<file path="config.mk">
export PLATFORM = sky130hd
export DESIGN_NAME = mem_xact_splitter
export DESIGN_NICKNAME = d
export VERILOG_FILES = /design/src/rtl/msplit_pkg.sv /design/src/rtl/msplit_piece_calc.sv /design/src/rtl/msplit_cursor.sv /design/src/rtl/mem_xact_splitter.sv
export SDC_FILE = /design/constraint.sdc
export NUM_CORES = 1
export LEC_CHECK = 0
export BUFFER_PORTS_ARGS = -buffer_cell sky130_fd_sc_hd__buf_4
export CAP_MARGIN = 30
export CELL_PAD_IN_SITES_DETAIL_PLACEMENT = 0
export CELL_PAD_IN_SITES_GLOBAL_PLACEMENT = 2
export CORE_MARGIN = 2
export CORE_UTILIZATION = 31
export CTS_CLUSTER_SIZE = 40
export DETAILED_ROUTE_END_ITERATION = 10
export GPL_ROUTABILITY_DRIVEN = 0
export GPL_TIMING_DRIVEN = 0
export PLACE_DENSITY_LB_ADDON = 0.1
export SLEW_MARGIN = 40
export SYNTH_ARGS = -nofsm -noshare
export SYNTH_HDL_FRONTEND = slang
export SYNTH_SLANG_ARGS = --single-unit
</file>
<file path="constraint.sdc">
create_clock -name clk -period 6.5 [get_ports clk]
set_input_delay 1.625 -clock clk [delete_from_list [all_inputs] [get_ports clk]]
set_output_delay 1.625 -clock clk [all_outputs]
set_load 0.01 [all_outputs]
</file>
<file path="src/rtl/msplit_pkg.sv">
package msplit_pkg;
   typedef enum logic {
      SPL_IDLE = 1'b0,
      SPL_BUSY = 1'b1
   } spl_state_e;
endpackage

</file>
<file path="src/rtl/msplit_piece_calc.sv">
module msplit_piece_calc #(
   parameter int LEN_W       = 16,
   parameter int LINE_BYTES  = 128,
   parameter int BURST_BYTES = 64,
   parameter int OFF_W       = $clog2(LINE_BYTES),
   parameter int SIZE_W      = $clog2(BURST_BYTES + 1)
) (
   input  logic [OFF_W-1:0]  line_off,
   input  logic [LEN_W-1:0]  rem,
   output logic [SIZE_W-1:0] piece_size,
   output logic              piece_last
);
   localparam int CW = ((LEN_W > OFF_W + 1) ? LEN_W : OFF_W + 1) + 1;

   logic [CW-1:0] rem_x;
   logic [CW-1:0] rem_words;
   logic [CW-1:0] line_room;
   logic [CW-1:0] cap_x;
   logic [CW-1:0] big_x;

   assign rem_x     = CW'(rem);
   assign rem_words = {rem_x[CW-1:2], 2'b00};
   assign line_room = CW'(LINE_BYTES) - CW'(line_off);

   generate
      if (BURST_BYTES == LINE_BYTES) begin : g_line_cap
         assign cap_x = line_room;
      end else begin : g_burst_cap
         assign cap_x = (line_room < CW'(BURST_BYTES)) ? line_room : CW'(BURST_BYTES);
      end
   endgenerate

   assign big_x = (rem_words < cap_x) ? rem_words : cap_x;

   always_comb begin
      if (line_off[0]) begin
         piece_size = SIZE_W'(1);
      end else if (line_off[1] || (rem_x < CW'(4))) begin
         piece_size = (rem_x >= CW'(2)) ? SIZE_W'(2) : SIZE_W'(1);
      end else begin
         piece_size = SIZE_W'(big_x);
      end
   end

   assign piece_last = (rem == LEN_W'(piece_size));
endmodule

</file>
<file path="src/rtl/msplit_cursor.sv">
module msplit_cursor
   import msplit_pkg::*;
#(
   parameter int ADDR_W = 32,
   parameter int LEN_W  = 16,
   parameter int SIZE_W = 7
) (
   input  logic              clk,
   input  logic              rst_n,
   input  logic              cmd_take,
   input  logic [ADDR_W-1:0] cmd_addr,
   input  logic [LEN_W-1:0]  cmd_len,
   input  logic              cmd_wr,
   input  logic              step,
   input  logic [SIZE_W-1:0] step_size,
   input  logic              step_last,
   output logic              busy,
   output logic [ADDR_W-1:0] cur_addr,
   output logic [LEN_W-1:0]  cur_rem,
   output logic              cur_first,
   output logic              cur_wr
);
   spl_state_e state_q;

   assign busy = (state_q == SPL_BUSY);

   always_ff @(posedge clk or negedge rst_n) begin
      if (!rst_n) begin
         state_q   <= SPL_IDLE;
         cur_addr  <= '0;
         cur_rem   <= '0;
         cur_first <= 1'b0;
         cur_wr    <= 1'b0;
      end else begin
         case (state_q)
            SPL_IDLE: begin
               if (cmd_take && (cmd_len != '0)) begin
                  state_q   <= SPL_BUSY;
                  cur_addr  <= cmd_addr;
                  cur_rem   <= cmd_len;
                  cur_first <= 1'b1;
                  cur_wr    <= cmd_wr;
               end
            end
            SPL_BUSY: begin
               if (step) begin
                  cur_addr  <= cur_addr + ADDR_W'(step_size);
                  cur_rem   <= cur_rem - LEN_W'(step_size);
                  cur_first <= 1'b0;
                  if (step_last) state_q <= SPL_IDLE;
               end
            end
            default: state_q <= SPL_IDLE;
         endcase
      end
   end
endmodule

</file>
<file path="src/rtl/mem_xact_splitter.sv">
module mem_xact_splitter #(
   parameter int ADDR_W      = 32,
   parameter int LEN_W       = 16,
   parameter int LINE_BYTES  = 128,
   parameter int BURST_BYTES = 64
) (
   input  logic                               clk,
   input  logic                               rst_n,
   input  logic                               in_valid,
   output logic                               in_ready,
   input  logic [ADDR_W-1:0]                  in_addr,
   input  logic [LEN_W-1:0]                   in_len,
   input  logic                               in_wr,
   output logic                               out_valid,
   input  logic                               out_ready,
   output logic [ADDR_W-1:0]                  out_addr,
   output logic [$clog2(BURST_BYTES+1)-1:0]   out_size,
   output logic                               out_wr,
   output logic                               out_first,
   output logic                               out_last
);
   localparam int OFF_W  = $clog2(LINE_BYTES);
   localparam int SIZE_W = $clog2(BURST_BYTES + 1);

   initial begin
      assert (LINE_BYTES >= 4 && (1 << OFF_W) == LINE_BYTES)
         else $error("LINE_BYTES must be a power of two of at least 4");
      assert (BURST_BYTES >= 4 && BURST_BYTES % 4 == 0 && BURST_BYTES <= LINE_BYTES)
         else $error("BURST_BYTES must be a word multiple no larger than a line");
      assert (ADDR_W > OFF_W) else $error("ADDR_W too small for the line size");
      assert (LEN_W >= SIZE_W) else $error("LEN_W too small for the burst size");
   end

   logic              busy;
   logic [ADDR_W-1:0] cur_addr;
   logic [LEN_W-1:0]  cur_rem;
   logic              cur_first;
   logic              cur_wr;
   logic [SIZE_W-1:0] piece_size;
   logic              piece_last;
   logic              take;
   logic              step;

   assign in_ready = !busy;
   assign take     = in_valid && !busy;
   assign step     = busy && out_ready;

   msplit_cursor #(
      .ADDR_W (ADDR_W),
      .LEN_W  (LEN_W),
      .SIZE_W (SIZE_W)
   ) u_cursor (
      .clk       (clk),
      .rst_n     (rst_n),
      .cmd_take  (take),
      .cmd_addr  (in_addr),
      .cmd_len   (in_len),
      .cmd_wr    (in_wr),
      .step      (step),
      .step_size (piece_size),
      .step_last (piece_last),
      .busy      (busy),
      .cur_addr  (cur_addr),
      .cur_rem   (cur_rem),
      .cur_first (cur_first),
      .cur_wr    (cur_wr)
   );

   msplit_piece_calc #(
      .LEN_W       (LEN_W),
      .LINE_BYTES  (LINE_BYTES),
      .BURST_BYTES (BURST_BYTES),
      .OFF_W       (OFF_W),
      .SIZE_W      (SIZE_W)
   ) u_calc (
      .line_off   (cur_addr[OFF_W-1:0]),
      .rem        (cur_rem),
      .piece_size (piece_size),
      .piece_last (piece_last)
   );

   assign out_valid = busy;
   assign out_addr  = cur_addr;
   assign out_size  = piece_size;
   assign out_wr    = cur_wr;
   assign out_first = cur_first;
   assign out_last  = piece_last;
endmodule

</file>
[Yosys cells after proc, flatten, opt, wreduce, memory -nomap -nowiden]
Cells that the tools add are included.
Word-level totals
  flip-flop bits (word level): 51
  bits in latches: 0
  memory bits (writable): 0
  memory bits (read-only): 0
  input port bits: 53
  memories kept: 0
Cells by class
  add/subtract/negate cells: 3
  $mul: 0
  div/mod/pow operators: 0
  order comparisons: 4
  equal/unequal tests: 3
  shift-type cells: 0
  mux-type cells: 18
  bitwise operators: 1
  reductions and logical operators: 8
Operators with widths (number)
  32-bit two-way mux: 2
  32-bit case mux with 2 select lines: 1
  32-bit by 7-bit adder with 32-bit output: 1
  16-bit two-way mux: 2
  16-bit case mux with 2 select lines: 1
  7-bit two-way mux: 3
  16-bit by 17-bit < comparator with 1-bit output: 1
  17-bit by 7-bit < comparator with 1-bit output (second input constant): 1
  17-bit two-way mux: 1
  16-bit by 7-bit equality test with 1-bit output: 1
  16-bit by 2-bit greater-or-equal comparator with 1-bit output (second input constant): 1
  16-bit by 3-bit < comparator with 1-bit output (second input constant): 1
  16-bit nonzero test: 1
  16-bit by 7-bit subtractor with 16-bit output: 1
  8-bit by 7-bit subtractor with 9-bit output (first input constant): 1
  1-bit two-way mux: 5
  1-bit case mux with 2 select lines: 2
  2-bit AND reduction: 2
  1-bit logical AND: 3
  2-bit two-way mux: 1
  2-bit by 1-bit != test with 1-bit output (second input constant): 1
  2-bit != test (second input constant): 1
  1-bit logical NOT: 1
  1-bit logical OR: 1
  1-bit NOT: 1

[Longest topological paths before layout]
Gate-level depths: netlist of the first run.
  word-level depth: 11
  gate-level depth with buffers: 22
  gate-level depth less buffers: 20

[By module]
Synthesis of the first run repeated with hierarchy kept, for this count alone.
Second synthesis, totals
  cell total of the unflattened synthesis: 532
  area, all modules: 4299.1 sq um
By module, submodules not included
  msplit_cursor: instances 1, cells an instance 432, area an instance 3644.7 sq um
  msplit_piece_calc: instances 1, cells an instance 97, area an instance 638.1 sq um
  mem_xact_splitter: instances 1, cells an instance 3, area an instance 16.3 sq um

[Least setup slack after synthesis of the first run]
Ideal clock, no wire load.
  kind: flip-flop to output port
  from: register u_cursor.cur_addr[0]
  to: output out_last
  arrival: 3997 ps
  setup slack: 878 ps
  stages on the path, launching flop included: 18
  cells stage by stage: dfrtp_1 -> clkbuf_1 -> inv_1 -> ha_1 -> or3b_4 -> nor2_1 -> mux2_2 -> nand2_1 -> ha_1 -> a21o_1 -> a21oi_1 -> o21ai_0 -> nor3_4 -> mux2_2 -> or2_1 -> ha_1 -> nand4_1 -> nor3_1
Between the ends
  word-level cells in the longest chain between the ends: 8
Ends and longest elaborated chain
  start, declared: line msplit_cursor.sv:18  | output logic [ADDR_W-1:0] cur_addr,
  start signal, assigned: line msplit_cursor.sv:39  | cur_addr <= cmd_addr;
  start signal, assigned: line msplit_cursor.sv:47  | cur_addr <= cur_addr + ADDR_W'(step_size);
  8-bit by 7-bit subtractor with 9-bit output: line msplit_piece_calc.sv:23  | assign line_room = CW'(LINE_BYTES) - CW'(line_off);
  17-bit by 7-bit < comparator with 1-bit output: line msplit_piece_calc.sv:29  | assign cap_x = (line_room < CW'(BURST_BYTES)) ? line_room : CW'(BURST_BYTES);
  17-bit two-way mux: line msplit_piece_calc.sv:29
  16-bit by 17-bit < comparator with 1-bit output: line msplit_piece_calc.sv:33  | assign big_x = (rem_words < cap_x) ? rem_words : cap_x;
  7-bit two-way mux: line msplit_piece_calc.sv:33
  7-bit two-way mux: line msplit_piece_calc.sv:38  | end else if (line_off[1] || (rem_x < CW'(4))) begin
  7-bit two-way mux *: line msplit_piece_calc.sv:36  | if (line_off[0]) begin
  16-bit by 7-bit equality test with 1-bit output *: line msplit_piece_calc.sv:45  | assign piece_last = (rem == LEN_W'(piece_size));
  end, declared: line mem_xact_splitter.sv:20  | output logic out_last
Every way passes the cells marked *; elsewhere a longest branch is shown, timed or not.

[Worst setup path after layout of the first run]
  from: register u_cursor.cur_addr[1]
  to: output out_last
Between the ends
  word-level cells in the longest chain between the ends: 8
  elaborated cells on any way between the ends: 9
Ends and longest elaborated chain (line)
  8-bit by 7-bit subtractor with 9-bit output: msplit_piece_calc.sv:23
  17-bit by 7-bit < comparator with 1-bit output: msplit_piece_calc.sv:29
  17-bit two-way mux: msplit_piece_calc.sv:29
  16-bit by 17-bit < comparator with 1-bit output: msplit_piece_calc.sv:33
  7-bit two-way mux: msplit_piece_calc.sv:33
  7-bit two-way mux *: msplit_piece_calc.sv:38
  7-bit two-way mux *: msplit_piece_calc.sv:36
  16-bit by 7-bit equality test with 1-bit output *: msplit_piece_calc.sv:45
Marked as above.

==> results of run 1 <==
## state kept, by name, summed over array words and instances, names as in the netlist
register / flops
u_cursor.cur_wr: 1
u_cursor.cur_rem: 16
u_cursor.busy: 1
u_cursor.cur_first: 1
u_cursor.cur_addr: 32
## cell families after synthesis
logic type	synth area share (%)
buffers and inverters	4.01
xor gates and xnor gates	1.55
adders and majority gates	7.00
DFF	32.2
muxes	4.42
and+or+nand+nor	24.1
AOI/OAI and AO/OA	26.8
## cell usage after synthesis, types with 3 or more instances
master / n / area [sq um]
a211o_1: 3 / 26.3
and2_1: 5 / 31.3
nor2b_1: 6 / 37.5
a31oi_1: 4 / 25.0
o211ai_1: 5 / 37.5
o211a_1: 3 / 30.0
or3_1: 8 / 50.1
nor4_1: 10 / 62.6
clkbuf_1: 20 / 75.1
ha_1: 19 / 238
xnor2_1: 5 / 43.8
mux2_2: 4 / 45.0
a311oi_1: 7 / 61.3
dfrtp_1: 51 / 1280
a21oi_1: 47 / 235
nand3_1: 15 / 75.1
o22ai_1: 9 / 56.3
or2_1: 4 / 25.0
nor3_1: 19 / 95.1
o221ai_1: 3 / 26.3
o21ai_0: 35 / 175
nand2_1: 58 / 218
o31ai_1: 4 / 30.0
nor2_1: 39 / 146
and4_1: 4 / 35.0
inv_1: 17 / 63.8
nand4_1: 8 / 50.1
buf_1: 3 / 11.3
a22oi_1: 3 / 22.5
and3_1: 3 / 18.8
o21a_1: 8 / 60.1
a21o_1: 6 / 45.0
mux2i_1: 13 / 130
a211oi_1: 10 / 75.1
## routing by layer
layer / share of wire, % / vias up / routed length, um
li1: - / 2068 / -
met1: 45 / 2059 / 6960
met2: 47 / 129 / 7230
met3: 6.0 / 18 / 922
met4: 2.0 / 0 / 306
met5: 0 / - / 0
## per-stage QoR
step	worst slack, ps	power (mW)	hold slack [ps]	cells
after floorplan	878	1.37	450	492
after global placement	303	1.73	468	759
after detailed placement	276	1.75	471	759
after CTS	34.4	2.08	494	767
after global routing	18.3	2.30	526	774
final	265	2.11	486	774
## layout make-up
type / count / area [sq um]
fill: 1351 / 7420
multi-input combinational: 399 / 2560
sequential: 51 / 1280
timing repair buffer: 103 / 773
tap: 172 / 215
clock buffer: 5 / 125
buffer: 23 / 87.6
inverter: 18 / 67.6
clock inverter: 3 / 43.8
## tightest hold or removal path, cell delays in order, from the launching register on
cell and delay, ps:
dfrtp_1 350, nand2_1 50, nand2_1 50
## final timing paths
kind	startpoint	endpoint	slack (ps)	cells past startpoint
max	u_cursor.cur_addr[1]	out_last	270	17
min	u_cursor.cur_wr	u_cursor.cur_wr	490	2
max reg2reg	u_cursor.cur_addr[1]	u_cursor.cur_addr[24]	940	21
min reg2reg	u_cursor.cur_wr	u_cursor.cur_wr	490	2
max in group asynchronous	rst_n	u_cursor.cur_addr[1]	4600	1
min in group asynchronous	rst_n	u_cursor.cur_addr[29]	1380	1
## where the power goes
group	switching (mW)	leakage (nW)	internal, mW	total (mW)
registers	0.136	0.629	0.408	0.544
logic	0.671	1.54	0.569	1.24
clock network	0.142	0.0838	0.182	0.324
## repair_timing
item,CTS,global route
resized for setup,1,5
endpoints found under the setup margin,1,1
setup buffers,0,8
pin swaps,0,2
==> impl_results.md, run 1 <==
* Post-DP HPWL at 11100 um
* Buf/Inv on CP at 2
* Final setup vio count at 0
* Fin crit share at 95.9%
* P&R area growth vs syn at 29.9%
* Syn_nets at 566
* Final wirelength at 15400 um
* Layout cells sized above 1 at 21.9%
* Met1 Use GR at 31.1%
* H-tree depth at 2
* Synth Area per Inst at 8.06 sq um
* Required time of the critical path at 4880 ps
* CP startpoint kind: flop
* Post-synth ARST share at 100%
* Die H at 117 um
* Total CTS buffers at 5
* Met2 Track Usage GR at 37.4%
* Slowest stage cell, crit path: dfrtp_2
* Peak supply drop at 116 uV
* CTS tree: done
* Max Root-Sink Buffers at 2
* Distinct cells, synth at 60
* Crit-path most repeated cell: ha_1
* Slew HR at 47.4%
* Primary FF master, synth: dfrtp_1
* Worst-Margin Slew at 789 ps
* Utilization after layout at 41.0%
* Status: finished, final reports clean
* Rows at 41
* Setup crit end kind: output port
* Clock sink count at 51
* Die width at 117 um
* Crit-path max cell delay at 430 ps
* Commonest non-fill, non-tap cell in the layout: buf_4
* Cell family with most CP delay: simple AND/OR/NAND/NOR gates
* Clk_skew at 7.97 ps
* Most frequent cells in the layout: buf_4, nand2_1, dfrtp_1
* Final setup TNS at 0 ps
* Syn Inst Count at 492
* First drt pass iteration count at 5
* Pleak at 2.26 nW
* Clock-pin transition on the worst setup and hold timing paths at 80 ps
* GR Util met3 at 4.02%
* Fin area at 0.00515 sq mm
* DRC at 0
* Fin nets at 675
* Period minus WS final at 6230 ps
* Pins Over Slew Limit at 0
* Max-Cap Viols at 0
* Gr busiest metal: met2
* Hold_buf cts at 0
* Core box area at 0.0126 sq mm
* Clock Tree Root: clkbuf_16
* Initial core utilization at 31.6%
* ANT nets after route at 0
* Synth warnings at 0
* Final hold vios at 0
* Post-synthesis register bit count at 51
* Power Dens Cells at 409 mW/mm^2
* Part of the Yosys area used for sequential elements at 32.2%
* Port buffer count at 95
* Pin count of the biggest net entering global routing at 52
* DR iter-0 viols at 185
* GRT Total Usage at 23.0%
* I/O pin total at 97
* Worst Path Arrival at 4610 ps
* Unrepaired setup endpoints after global routing: false
* Vias at 4274
* Total die area at 0.0137 sq mm
* Crit-path cells: inv_2 -> ha_1 -> or3b_4 -> nor2_1 -> mux2_2 -> nand2_1 -> ha_1 -> a21o_1 -> a21oi_1 -> o21ai_0 -> nor3_4 -> mux2_2 -> or2_1 -> ha_1 -> nand4_1 -> nor3_4 -> buf_4
* Antenna violations before repair at 0
* Ant. Diodes at 0
* Worst min-delay path class: reg -> reg
* Placed cell areas at 0.00489 sq mm
* First-pass GRT wire length at 23500 um
* Critical path peak fanout at 6
* Global route overflow at 0
* Crit path kind: reg -> out
* Post-Syn Area at 0.00397 sq mm
* Clock Latency Late Sink at 310 ps
* Max Freq at 160 MHz
* Via-per-instance ratio at 5.52
* Number of synthesized flops with an enable pin at 0
* Vias in the first global route at 4213
* DR WL/cell at 19.9 um
Note: power is estimated with default switching activity, not from simulation.
==> run 2: changes to the inputs <==
==> constraint.sdc (replaced) <==
create_clock -name clk -period 6.5 [get_ports clk]
set_input_delay 1.3 -clock clk [delete_from_list [all_inputs] [get_ports clk]]
set_output_delay 1.3 -clock clk [all_outputs]
set_load 0.01 [all_outputs]
==> run 2 against run 1 <==
Compared with the run above: largest cell class unchanged; utilization fell by 0.62 points; largest power group unchanged; clock-buffer cell count did not move; critical path depth rose by 1; die area did not move; cell count fell by 0.90%.
==> impl_results.md, run 2 (synthesis results as in run 1) <==
* Dpl cells at 759
* Fin nets at 668
* Final setup TNS at 0 ps
* Max Root-Sink Buffers at 2
* Reg2Reg Setup Slack at 790 ps
* CTS tree: done
* DR iter-0 viols at 177
* Critical path peak fanout at 9
* DR WL/cell at 19.9 um
* Status: finished, final reports clean
* Worst Path Arrival at 4790 ps
* R2R Path Start: u_cursor.cur_addr[0]
* First-pass GRT wire length at 23500 um
* Setup bufs post-CTS at 0
* Pin count of the biggest net entering global routing at 52
* I/O pin total at 97
* Worst slack, placed at 553 ps
* Total die area at 0.0137 sq mm
* Worst-Margin Slew at 771 ps
* Via-per-instance ratio at 5.57
* FF-to-FF End: u_cursor.cur_addr[24]
* Final wirelength at 15300 um
* Most frequent cells in the layout: buf_4, nand2_1, dfrtp_1
* P&R area growth vs syn at 27.9%
* Power Dens Cells at 409 mW/mm^2
* Unrepaired setup endpoints after global routing: false
* Slew HR at 48.6%
* Hold_buf cts at 0
* Clock Tree Root: clkbuf_16
* Met2 Track Usage GR at 37.4%
* CP startpoint kind: flop
* Worst hold path depth at 2
* Final std cells w/o fill at 767
* GR Util met3 at 4.02%
* Global route overflow at 0
* Gates resized, CTS repair at 0
* Crit path kind: reg -> out
* Clk_skew at 8.32 ps
* Top reg by flops: u_cursor.cur_addr
* Met1 Use GR at 31.1%
* Hold Path Origin: u_cursor.cur_wr
* Core box area at 0.0126 sq mm
* Vias in the first global route at 4211
* Max-Cap Viols at 0
* Post-DP HPWL at 11100 um
* Die width at 117 um
* Die H at 117 um
* Utilization after layout at 40.4%
* Worst min-delay path class: reg -> reg
* Max Freq at 164 MHz
* Final setup vio count at 0
* Total CTS buffers at 5
* Final worst-path setup slack at 414 ps
* ANT nets after route at 0
* Rows at 41
* Hold EP: u_cursor.cur_wr
* Ant. Diodes at 0
* Peak supply drop at 115 uV
* GRT Total Usage at 23.0%
* Pins Over Slew Limit at 0
* Cell count of the worst reg-to-reg path at 22
* First drt pass iteration count at 4
* Setup crit end kind: output port
* Required time of the critical path at 5200 ps
* Fin crit share at 93.6%
* Layout fillers at 1356
* H-tree depth at 2
* Largest regs: u_cursor.cur_addr x32, u_cursor.cur_rem x16
* Vias at 4269
* Period minus WS final at 6090 ps
* Max reg flops at 32
* Layout cells sized above 1 at 20.2%
* Initial core utilization at 31.6%
* Clock Latency Late Sink at 310 ps
* Pleak at 2.20 nW
* Worst Hold Slack at 486 ps
* Gr busiest metal: met2
* Clock sink count at 51
* Antenna violations before repair at 0
* Final hold vios at 0
* Clock-pin transition on the worst setup and hold timing paths at 80 ps
* Commonest non-fill, non-tap cell in the layout: buf_4
* Port buffer count at 95
* DRC at 0
-- run 2: how the worst max path moves through the flow --
stage,startpoint,end,slack (ps),depth (start not counted)
2_1_floorplan,u_cursor.cur_addr[0],out_last,1200,17
3_3_place_gp,u_cursor.cur_addr[0],out_last,630,18
5_1_grt,u_cursor.cur_addr[0],out_last,60,18
6_report,u_cursor.cur_addr[0],out_last,410,18
4_1_cts,u_cursor.cur_addr[0],out_last,240,18
3_5_place_dp,u_cursor.cur_addr[0],u_cursor.cur_addr[24],550,22
-- run 2: report_power, final --
part | total, mW | switching (mW) | internal [mW]
Combinational | 1.21 | 0.658 | 0.548
Clock | 0.323 | 0.141 | 0.182
Sequential | 0.546 | 0.139 | 0.407
Total | 2.08 | 0.938 | 1.14
-- run 2: metrics by stage --
step	cell area [sq um]	power (mW)
3_3_place_gp	4890	1.73
6_report	5070	2.08
4_1_cts	5060	2.08
5_1_grt	5070	2.27
2_1_floorplan	3970	1.37
3_5_place_dp	4890	1.75
-- run 2: final cells by class --
class,count,area (sq um),share of cell area [%]
multi-input cells,399,2540,50.1
flip-flops and latches,51,1280,25.2
repair buffers,95,713,14.1
well taps,172,215,4.24
clock buffers,5,125,2.47
plain buffers,24,91.3,1.80
inverters,18,67.6,1.33
clock inverters,3,43.8,0.863
-- run 2: metal layers --
layer | share of wire (%) | up-vias | wire length (um)
li1 | - | 2055 | -
met1 | 46 | 2050 | 6960
met2 | 47 | 140 | 7120
met3 | 5.5 | 24 | 846
met4 | 2.3 | 0 | 359
met5 | 0 | - | 0
-- run 2: critical path, stage by stage (launching register included) --
cell	delay, ps
dfrtp_1	380
clkbuf_1	210
inv_1	100
ha_1	180
or3b_4	410
nor2_1	130
mux2_2	390
nand2_1	110
ha_1	250
a21o_1	180
a21oi_1	150
o21ai_0	140
nor3_4	300
mux2_2	400
or2_1	220
ha_1	400
nand3_1	120
nor3_2	230
buf_4	180
==> run 3: changes to the inputs <==
Settings changed: ABC_AREA set to 1, CORE_UTILIZATION 31 to 30, GPL_TIMING_DRIVEN 0 to unset.
==> run 3 against run 2 <==
Compared with the run above: sequential cell count unchanged; synthesized area up 16%; non-clock buffer count decreased by 20; clock-buffer cell count increased by 1; clock skew about the same; highest routed layer unchanged.
==> impl_results.md, run 3 <==
* Final worst-path setup slack at 1020 ps
* GRT Total Usage at 20.7%
* Primary FF master, synth: dfrtp_1
* First drt pass iteration count at 5
* Rows at 45
* Clock Latency Late Sink at 310 ps
* Final wirelength at 16700 um
* Placed cell areas at 0.00547 sq mm
* Cell count of the worst reg-to-reg path at 24
* Compound-gate portion of the synthesized area at 14.9%
* Pins Over Slew Limit at 0
* Total die area at 0.0163 sq mm
* Fin crit share at 84.4%
* Cell with the most instances after synthesis: nand2_1
* Via-per-instance ratio at 5.04
* Most frequent cells after synthesis: nand2_1, inv_1, nor2_1
* Worst Path Arrival at 4180 ps
* H-tree depth at 2
* Fin area at 0.00566 sq mm
* Largest regs: u_cursor.cur_addr x32, u_cursor.cur_rem x16
* Clock sink count at 51
* CP startpoint kind: flop
* Required time of the critical path at 5200 ps
* Simple-Gate Fraction of Synth Area at 40.0%
* Most frequent cells in the layout: nand2_1, buf_4, inv_1
* Distinct cells, synth at 41
* Overall power at 2.53 mW
* Crit path kind: reg -> out
* Fin nets at 876
* Global route overflow at 0
* CTS tree: done
* Ant. Diodes at 0
* DRC at 0
* DR WL/cell at 16.8 um
* Pleak at 2.83 nW
* Setup bufs post-CTS at 0
* Yosys top cell by area: dfrtp_1
* First-pass GRT wire length at 26200 um
* Worst min-delay path class: reg -> reg
* Crit-path max cell delay at 570 ps
* Vias in the first global route at 4813
* P&R area growth vs syn at 23.3%
* Commonest non-fill, non-tap cell in the layout: nand2_1
* Max-Cap Viols at 0
* Max reg flops at 32
* Core box area at 0.0151 sq mm
* XOR/XNOR Fraction of Synth Area at 1.53%
* Post-synth ARST share at 100%
* Layout cells sized above 1 at 18.3%
* Synth warnings at 0
* Post-synthesis register bit count at 51
* Gates resized, CTS repair at 0
* Clk_skew at 7.97 ps
* ANT nets after route at 0
* Slew HR at 50.0%
* Total CTS buffers at 5
* Syn Inst Count at 718
* Syn_nets at 792
* Antenna violations before repair at 0
* R2R Path Start: u_cursor.cur_addr[1]
* I/O pin total at 97
* Setup crit end kind: output port
* CP Launch Point: u_cursor.cur_addr[1]
* Top cells by area, synth: dfrtp_1, nand2_1, inv_1
* Status: finished, final reports clean
* Pin count of the biggest net entering global routing at 66
* Worst-Margin Slew at 750 ps
* Final hold vios at 0
* Yosys top cell area share at 27.8%
* Mux contribution to synthesized area at 0.245%
* Crit-path most repeated cell: inv_1
* Top reg by flops: u_cursor.cur_addr
* Max Freq at 182 MHz
* Period minus WS final at 5480 ps
* Hold Path Origin: u_cursor.cur_first
* Hold_buf cts at 0
* Area of the multi-input gates at 0.00288 sq mm
* Worst hold path depth at 2
* Peak supply drop at 161 uV
* Clock Tree Root: clkbuf_16
* Die H at 128 um
* Synth Area per Inst at 6.39 sq um
* Post-DP HPWL at 12600 um
* Part of the Yosys area used for sequential elements at 27.8%
* DR iter-0 viols at 294
* Largest family of logic cells by synthesized area: simple AND/OR/NAND/NOR gates
* Crit-path cells: inv_1 -> ha_1 -> inv_1 -> nor2_1 -> nand3_2 -> nand2_2 -> nand3_1 -> ha_1 -> nand2_1 -> inv_1 -> a21oi_1 -> nand2_2 -> nand2_4 -> nand2_4 -> nand2_1 -> nand3_2 -> ha_1 -> inv_1 -> nor2_1 -> nand2_1 -> nor4_1 -> buf_4
* Vias at 4996
* Final setup TNS at 0 ps
* Final setup vio count at 0
* Critical path peak fanout at 8
* Number of synthesized flops with an enable pin at 0
* Power Dens Cells at 448 mW/mm^2
* Sequential cell area at 0.00128 sq mm
* Port buffer count at 96
* Unrepaired setup endpoints after global routing: false
* Initial core utilization at 30.4%
* Worst slack, placed at 1340 ps
* Clock-pin transition on the worst setup and hold timing paths at 80 ps
* Slowest stage cell, crit path: nor4_1
* Layout fillers at 1660
* Die width at 128 um
* Max Root-Sink Buffers at 2
* Post-Syn Area at 0.00459 sq mm
* Adder-cell share of the synthesized area at 6.05%
-- run 3: final timing paths --
| kind | slack, ps | endpoint |
|---|---|---|
| max | 1020 | out_last |
| min | 490 | u_cursor.cur_first |
| max reg2reg | 2210 | u_cursor.cur_addr[6] |
| min reg2reg | 490 | u_cursor.cur_first |
| max in group asynchronous | 4920 | u_cursor.busy |
| min in group asynchronous | 1060 | u_cursor.cur_addr[31] |
-- run 3: layer usage --
| layer | part of all wire, % | GRT usage [%] |
|---|---|---|
| met4 | 1.9 | 5.17 |
| met2 | 50 | 36.2 |
| met1 | 45 | 27.1 |
| met5 | 0 | 0 |
| met3 | 3.5 | 2.80 |
-- run 3: worst max-delay path, delay by kind of cell (launching register included) --
kind	cells	cell delay, ps
flops	1	430
compound gates	1	200
buf+inv	5	570
simple gates	13	1850
fa+ha+maj	3	830
-- run 3: cells by family after synthesis --
family | Yosys count
DFF | 51
AOI/OAI and AO/OA | 120
muxes | 1
and+or+nand+nor | 406
buffers and inverters | 111
xor gates and xnor gates | 8
adders and majority gates | 21
-- run 3: final cells by class --
class	count	share of cell area (%)
clock inverter	2	1.06
inverter	89	5.90
tap	188	4.16
clock buffer	6	2.28
sequential	51	22.6
multi-input combinational	556	50.9
timing repair buffer	99	13.1
-- run 3: power breakdown --
group          switching [mW]  leakage [nW]  internal, mW
clock                   0.140        0.0911         0.222
sequential              0.209         0.618         0.449
combinational           0.929          2.13         0.584
total                    1.28          2.83          1.25
-- run 3: per-stage QoR --
stage / std cells / hold slack, ps / utilization (%)
4_1_cts: 991 / 493 / 37.5
3_5_place_dp: 983 / 474 / 36.3
2_1_floorplan: 718 / 475 / -
3_3_place_gp: 983 / 474 / 36.3
5_1_grt: 991 / 530 / 37.5
6_report: 991 / 488 / 37.5
